$ cat config.mk
export PLATFORM = sky130hd
export DESIGN_NAME = nib_frame_tx
export DESIGN_NICKNAME = d
export VERILOG_FILES = /design/src/rtl/nft_pkg.sv /design/src/rtl/nft_halfclk.sv /design/src/rtl/nft_expander.sv /design/src/rtl/nft_shifter.sv /design/src/rtl/nib_frame_tx.sv
export SDC_FILE = /design/constraint.sdc
export NUM_CORES = 1
export LEC_CHECK = 0
export ABC_AREA = 1
export ABC_CLOCK_PERIOD_IN_PS = 2600
export BUFFER_PORTS_ARGS = -buffer_cell sky130_fd_sc_hd__buf_2
export CORE_AREA = 2 2 164 166
export CTS_CLUSTER_SIZE = 12
export DETAILED_ROUTE_END_ITERATION = 8
export DIE_AREA = 0 0 166 168
export GPL_ROUTABILITY_DRIVEN = 0
export HOLD_SLACK_MARGIN = 0.06
export PLACE_DENSITY_LB_ADDON = 0.08
export SYNTH_ARGS = -nofsm -noshare
export SYNTH_HDL_FRONTEND = slang
export SYNTH_HIERARCHICAL = 1
export SYNTH_SLANG_ARGS = --single-unit
$ cat constraint.sdc
create_clock -name clk -period 2.6 [get_ports clk]
set_input_delay 0.52 -clock clk [delete_from_list [all_inputs] [get_ports clk]]
set_output_delay 0.52 -clock clk [all_outputs]
set_load 0.02 [all_outputs]
$ cat src/rtl/nft_pkg.sv
package nft_pkg;

    localparam int          XFER_BITS = 8;
    localparam int          BCNT_W    = $clog2(XFER_BITS);
    localparam logic [7:0]  SYNC_BASE = 8'hF8;
    localparam int          DIR_POS   = 2;
    localparam int          SEL_POS   = 1;

    typedef enum logic [0:0] {
        ST_IDLE,
        ST_SHIFT
    } fsm_t;

    typedef struct packed {
        logic [XFER_BITS-1:0] sh;
        logic [BCNT_W-1:0]    left;
    } shreg_t;

    // Header byte: five ones, direction (write = 0), register select, zero.
    function automatic logic [7:0] sync_byte(input logic rs);
        logic [7:0] b;
        b          = SYNC_BASE;
        b[DIR_POS] = 1'b0;
        b[SEL_POS] = rs;
        return b;
    endfunction

    // One half of a payload byte, nibble placed in the upper four bits.
    function automatic logic [7:0] nibble_xfer(input logic [7:0] pb, input logic low);
        return low ? {pb[3:0], 4'h0} : {pb[7:4], 4'h0};
    endfunction

endpackage

$ cat src/rtl/nft_halfclk.sv
module nft_halfclk #(
    parameter int HALF_DIV = 2
) (
    input  logic clk,
    input  logic rst,
    input  logic run,
    output logic tick
);
    localparam int             CW  = (HALF_DIV > 1) ? $clog2(HALF_DIV) : 1;
    localparam logic [CW-1:0]  TOP = CW'(HALF_DIV - 1);

    logic [CW-1:0] cnt;

    always_ff @(posedge clk) begin
        if (rst || !run)
            cnt <= '0;
        else if (cnt == TOP)
            cnt <= '0;
        else
            cnt <= cnt + 1'b1;
    end

    assign tick = run && (cnt == TOP);

endmodule

$ cat src/rtl/nft_expander.sv
module nft_expander import nft_pkg::*; #(
    parameter int MAX_BYTES = 16,
    parameter int IW        = $clog2(2 * MAX_BYTES + 1)
) (
    input  logic [MAX_BYTES*8-1:0] payload,
    input  logic [IW-1:0]          idx,
    output logic [7:0]             xbyte
);
    localparam int SW = (MAX_BYTES > 1) ? $clog2(MAX_BYTES) : 1;

    logic [7:0]    lane [MAX_BYTES];
    logic [IW-1:0] j;
    logic [SW-1:0] sel;

    for (genvar g = 0; g < MAX_BYTES; g++) begin : g_lane
        assign lane[g] = payload[g*8 +: 8];
    end

    // Transfer index 1 is the upper nibble of lane 0, index 2 its lower nibble, ...
    assign j     = idx - 1'b1;
    assign sel   = SW'(j >> 1);
    assign xbyte = nibble_xfer(lane[sel], j[0]);

endmodule

$ cat src/rtl/nft_shifter.sv
module nft_shifter import nft_pkg::*; (
    input  logic       clk,
    input  logic       rst,
    input  logic       load,
    input  logic       shift,
    input  logic [7:0] din,
    output logic       msb,
    output logic       last
);
    shreg_t st;

    always_ff @(posedge clk) begin
        if (rst)
            st <= '0;
        else if (load)
            st <= '{sh: din, left: BCNT_W'(XFER_BITS - 1)};
        else if (shift)
            st <= '{sh: {st.sh[XFER_BITS-2:0], 1'b0}, left: st.left - 1'b1};
    end

    assign msb  = st.sh[XFER_BITS-1];
    assign last = (st.left == '0);

endmodule

$ cat src/rtl/nib_frame_tx.sv
module nib_frame_tx import nft_pkg::*; #(
    parameter int   HALF_DIV  = 2,
    parameter int   MAX_BYTES = 16,
    localparam int  LW        = (MAX_BYTES > 1) ? $clog2(MAX_BYTES) : 1,
    localparam int  IW        = $clog2(2 * MAX_BYTES + 1),
    localparam int  PW        = MAX_BYTES * 8
) (
    input  logic          clk,
    input  logic          rst,
    input  logic          req_valid,
    output logic          req_ready,
    input  logic          req_rs,
    input  logic [LW-1:0] req_last_idx,
    input  logic [PW-1:0] req_bytes,
    output logic          link_cs,
    output logic          link_sclk,
    output logic          link_mosi,
    output logic          done
);
    fsm_t          state;
    logic          cs_q, sclk_q, done_q;
    logic [LW-1:0] last_q;
    logic [PW-1:0] pay_q;
    logic [IW-1:0] xi_q;

    logic          tick, accept, fall, lastbit, at_end, msb;
    logic          sh_load, sh_shift;
    logic [IW-1:0] final_idx, next_idx;
    logic [7:0]    next_byte, sh_din;

    assign req_ready = (state == ST_IDLE);
    assign accept    = req_valid && req_ready;
    assign fall      = tick && sclk_q;
    assign final_idx = IW'({last_q, 1'b0}) + IW'(2);
    assign next_idx  = xi_q + 1'b1;
    assign at_end    = (xi_q == final_idx);

    nft_halfclk #(.HALF_DIV(HALF_DIV)) u_div (
        .clk  (clk),
        .rst  (rst),
        .run  (state == ST_SHIFT),
        .tick (tick)
    );

    nft_expander #(.MAX_BYTES(MAX_BYTES), .IW(IW)) u_exp (
        .payload (pay_q),
        .idx     (next_idx),
        .xbyte   (next_byte)
    );

    assign sh_load  = accept || (fall && lastbit && !at_end);
    assign sh_shift = fall && !lastbit;
    assign sh_din   = accept ? sync_byte(req_rs) : next_byte;

    nft_shifter u_sh (
        .clk   (clk),
        .rst   (rst),
        .load  (sh_load),
        .shift (sh_shift),
        .din   (sh_din),
        .msb   (msb),
        .last  (lastbit)
    );

    always_ff @(posedge clk) begin
        if (rst) begin
            state  <= ST_IDLE;
            cs_q   <= 1'b0;
            sclk_q <= 1'b0;
            done_q <= 1'b0;
            last_q <= '0;
            pay_q  <= '0;
            xi_q   <= '0;
        end else begin
            done_q <= 1'b0;
            case (state)
                ST_IDLE: begin
                    if (accept) begin
                        state  <= ST_SHIFT;
                        cs_q   <= 1'b1;
                        last_q <= req_last_idx;
                        pay_q  <= req_bytes;
                        xi_q   <= '0;
                    end
                end
                ST_SHIFT: begin
                    if (tick) begin
                        sclk_q <= !sclk_q;
                        if (sclk_q && lastbit) begin
                            if (at_end) begin
                                state  <= ST_IDLE;
                                cs_q   <= 1'b0;
                                done_q <= 1'b1;
                            end else begin
                                xi_q <= next_idx;
                            end
                        end
                    end
                end
                default: state <= ST_IDLE;
            endcase
        end
    end

    assign link_cs   = cs_q;
    assign link_sclk = sclk_q;
    assign link_mosi = cs_q & msb;
    assign done      = done_q;

endmodule

[After elaboration in Yosys (flattened, before gate mapping)]
Cells that the tools add are included.
Word-level totals
  output and inout bits: 5
  logic and storage cells: 71
  bits in registers: 154
Operators by class
  equal/unequal tests: 6
  order comparisons: 1
  reduce and logical (&&, ||, !) cells: 21
  muxes and demuxes: 23
  $add $sub $neg: 5
  bitwise gates (word level): 5
Operator list (count)
  binary-select mux 8 bit (select 4 bit): 1
  two-way mux 8 bit: 4
  two-way mux 6 bit: 4
  two-way mux 11 bit: 2
  case mux 6 bit (2 select lines): 1
  two-way mux 1 bit: 9
  != test 2 x 1 -> 1 bit (second input constant): 4
  AND reduction 4 bit: 2
  logical AND 1 bit: 7
  adder 5 x 2 -> 6 bit (second input constant): 1
  adder 6 x 1 -> 6 bit (second input constant): 1
  == test 6 bit: 1
  >= comparator 5 bit (second input constant): 1
  inverter 4 -> 5 bit: 1
  subtractor 5 x 1 -> 5 bit (second input constant): 1
  logical NOT 1 bit: 4
  case mux 1 bit (2 select lines): 2
  AND reduction 2 bit: 2
  OR reduction 4 bit: 1
  logical NOT 3 bit: 1
  inverter 1 bit: 3
  subtractor 3 x 1 -> 3 bit (second input constant): 1
  logical OR 1 bit: 2
  != test 2 bit (second input constant): 1
  4 further kinds: 4

[Depth between registers and ports, before layout]
  depth in word-level cells: 9
  gate-level depth with buffers: 19

[Hierarchy]
Netlist, hierarchy kept.
By module, submodules not included
  nib_frame_tx: area each 5220.0 µm², instances 1, sequential area each 2842.7 µm², cells each 686
  nft_expander: area each 1901.8 µm², instances 1, sequential area each 0.0 µm², cells each 454
  nft_shifter: area each 546.8 µm², instances 1, sequential area each 220.2 µm², cells each 77
  nft_halfclk: area each 41.3 µm², instances 1, sequential area each 20.0 µm², cells each 6

[Least setup slack after synthesis]
Ideal clock, no wire load.
  path kind: register to register
  start point: reg xi_q[0]
  end point: reg u_sh.st (netlist bit u_sh/msb)
  path buffers: 2
  period minus slack after synthesis: 2.307 ns
  data arrival time: 2.197 ns
  required time: 2.490 ns
  stages on the path, launching flop included: 20
  slack: 0.293 ns
  cells stage by stage: dfxtp_1 > ha_1 > inv_1 > ha_1 > buf_4 > buf_4 > nand2_1 > nand2_1 > nand2_1 > nand2_1 > nand2_1 > nand3_1 > nand2_1 > nand2_1 > nand2_1 > or2_2 > nand2_1 > nand3_1 > nand2_1 > inv_1
On the way
  word-level cells in the longest chain between the ends: 9
  elaborated cells between the ends (all ways): 14
Ends and longest elaborated chain
  from (decl): RTL line nib_frame_tx.sv:24  | logic [IW-1:0] xi_q;
  from (signal assigned): RTL line nib_frame_tx.sv:95  | xi_q <= next_idx;
  adder 6 x 1 -> 6 bit: RTL line nib_frame_tx.sv:35  | assign next_idx = xi_q + 1'b1;
  net next_idx[1]: RTL line nib_frame_tx.sv:28  | logic [IW-1:0] final_idx, next_idx;
  subtractor 5 x 1 -> 5 bit: RTL line nft_expander.sv:20  | assign j = idx - 1'b1;
  inverter 4 -> 5 bit (implied by the code): RTL line nft_expander.sv:22  | assign xbyte = nibble_xfer(lane[sel], j[0]);
  binary-select mux 8 bit (select 4 bit): RTL line nft_expander.sv:22
  two-way mux 8 bit (implied by the code) (2 in a row): RTL line nft_expander.sv:22
  two-way mux 8 bit: RTL line nft_pkg.sv:30  | return low ? {pb[3:0], 4'h0} : {pb[7:4], 4'h0};
  net next_byte[7]: RTL line nib_frame_tx.sv:29  | logic [7:0] next_byte, sh_din;
  two-way mux 8 bit: RTL line nib_frame_tx.sv:53  | assign sh_din = accept ? sync_byte(req_rs) : next_byte;
  net sh_din[7]: RTL line nib_frame_tx.sv:29
  two-way mux 11 bit: RTL line nft_shifter.sv:15  | else if (load)
  to (signal assigned): RTL line nft_shifter.sv:16  | st <= '{sh: din, left: BCNT_W'(XFER_BITS - 1)};
  to (signal assigned): RTL line nft_shifter.sv:18  | st <= '{sh: {st.sh[XFER_BITS-2:0], 1'b0}, left: st.left - 1'b1};
  to (decl): RTL line nft_shifter.sv:10  | shreg_t st;
The timed path passes the listed nets, and every way through them passes these cells. The select of a mux whose other input is x is not followed.
A chain may end at the register's enable or synchronous reset.

[Worst setup path after layout]
  start point: reg xi_q[1]
  end point: reg u_sh.st (netlist bit u_sh/msb)
The elaborated chain is that of the path after synthesis.

==> out/results.ini <==
[timing]
whs_ns=0.333
min_period_over_period_pct=95.8
layout_setup_ws_ns=0.109
maxSlewHeadroom_pct=57.8
rsz0062_at_grt=yes
setup_viol=0
finalCriticalPeriod_ns=2.49
max_freq_mhz=402
drv_slew=0
fin_skew_ns=0.00828
hold_violations=0
tightestPinTransition_ns=0.626

[power]
cellLeakagePower_nw=4.68
sequentialPowerShare_pct=44.5
finalPower_w=0.00603
power.switching_w=0.00175
intPower_w=0.00428
pwr-share-comb_pct=14.6
power_density_nw_per_um2=616
peakVddDrop_v=0.000411
swShare_pct=29.0
p_clk_share_pct=40.9

[worst_setup_path]
required_ns=2.93
start_kind=flop
crit_path_end_kind=flop
path_max_fanout=6
crit_type=flop to flop
cp.arrival_ns=2.82

[die]
start_util_pct=29.3
row_count=60
core_um2=26400
pin_count=141
die-area_um2=27900
die_w_um=166
dieHeight_um=168

[cts]
clock_path_buffers=2
path_clk_slew_ns=0.07
cts.sinks=154
hold_buffers=0
insertion_delay_ns=0.43
htree_levels=4
cts_tree=yes
cts_root_buf=clkbuf_16
cts_made_buffers=17

[routing]
drt-initial-drc-count=378
ant_nets=0
post_drt_via_cell_ratio=4.38
drc_errors=0
wire_per_inst_um=13.8
num_vias=7492
drt-pass1-iter-count=5
routed_wl_um=23600

[global_routing]
grt_overflow=0
grt_use_total_pct=16.3
grt_pass1_wl_um=36600
grt_max_degree=138
antenna_found_initial=0
grt_pass1_vias=7044

[synth]
yosysTopAreaCellShare_pct=40.0
syn_inst=1223
synth_area_leaders=dfxtp_1, nand2_1, nor2_1
ys_warn_count=6
syn_area_um2=7710
syn_area_per_cell_um2=6.30
synthDistinctLibCells=31
post-synth-top-area-cell=dfxtp_1
ys_seq_area_share_pct=40.0
ys_seq_elements=154

[placement]
placed_cells=1659
place_hpwl_um=15800
place_ws_ns=-0.0347
portBuffers=140

[final_layout]
drive_gt1_share_pct=21.0
final_common_cell=nand2_1
final_cell_mix=nand2_1, nor2_1, dfxtp_1, buf_2, o21ai_0
multi_input_area_um2=3970
num_antenna_cells=0
nets=1496
fill_cells=2931
regArea_um2=3090
instances_no_fill=1709
area_growth_pct=26.9

[worst_hold_path]
hp-class=primary input to flop

[flow_run]
cap_violations=0

[run_status]
status=completed

## Yosys cell counts (all sizes together)
cell    number
o21ai      135
nand3       64
nand4        2
nor3         4
nor2       267
ha           5
xor2         5
clkbuf      19
or2          5
clkinv       1
inv        104
nand2      385
buf         54
conb         1
a21oi       17
dfxtp      154
xnor2        1
## timing repair
item | CTS | global route
pin swaps | 0 | 10
cloned | 2 | 11
resized for setup | 3 | 38
setup endpoints to repair | 2 | 4
buffers inserted | 0 | 5
## worst max-delay path: stages, from the launching register on
cell and delay, ns:
dfxtp_2 0.34, ha_4 0.27, inv_2 0.04, ha_4 0.39
clkinv_8 0.12, clkbuf_16 0.17, nand2_1 0.05, nand2_1 0.07
nand2_1 0.07, nand3_1 0.09, nand3_2 0.10, nand2_1 0.06
nand2_1 0.05, nand2_1 0.04, or2_2 0.28, nand2_1 0.07
nand3_1 0.07, nand2_1 0.06, inv_1 0.04
## through the flow
step,setup TNS [ns],cell area (um^2),utilization [%]
2_1_floorplan,0,7720,-
3_3_place_gp,-0.0229,8720,33.1
3_5_place_dp,-0.0382,8720,33.1
4_1_cts,0,9380,35.6
5_1_grt,-0.0671,9780,37.1
6_report,0,9780,37.1
## registers in the layout, indices dropped and copies added, names as in the netlist
register	count
xi_q	6
u_sh/st	10
link_cs	1
u_sh/msb	1
state	1
u_div/cnt	1
link_sclk	1
last_q	4
pay_q	128
done	1
## per-layer routing
layer / up-vias / global-route usage (%) / part of all wire, %
met1: 3344 / 22.6 / 51
met5: - / 0 / 0
met2: 118 / 26.4 / 46
li1: 4016 / - / -
met4: 0 / 3.29 / 0.81
met3: 14 / 3.08 / 3.0
## final cells by class
class,count,area share [%]
inverter,105,4.20
clock inverter,14,1.38
clock buffer,18,4.49
sequential,154,31.5
timing repair buffer,182,13.4
multi-input combinational,894,40.5
tap,341,4.36
timing repair inverter,1,0.0895
## cell families (layout without fill, tap and decap cells)
kind of cell,count (synthesis),count (layout),share of synthesized area (%)
XOR/XNOR,6,6,0.876
buffers and inverters,178,320,10.5
AO/OA/AOI/OAI,152,152,10.2
AND/OR/NAND/NOR,727,727,37.6
other,1,4,0.0486
adder cells (fa/ha/maj),5,5,0.811
flip-flops,154,154,40.0
## worst paths after layout
kind	startpoint	end	slack, ns	depth (start not counted)
worst max-delay path	xi_q[1]	u_sh/msb	0.11	18
worst min-delay path	req_bytes[17]	pay_q[17]	0.33	3
worst max register to register	xi_q[1]	u_sh/msb	0.11	18
worst min register to register	u_sh/st[2]	u_sh/st[2]	0.46	2
## power groups by stage
stage / Combinational, W / Sequential (W) / Clock (W)
final: 0.000880 / 0.00268 / 0.00247
after global routing: 0.00103 / 0.00271 / 0.00263
after CTS: 0.000885 / 0.00268 / 0.00254
after detailed placement: 0.000879 / 0.00274 / 0
after global placement: 0.000878 / 0.00273 / 0
after floorplan: 0.000605 / 0.00270 / 0
Power figures use the tool's default switching activity.
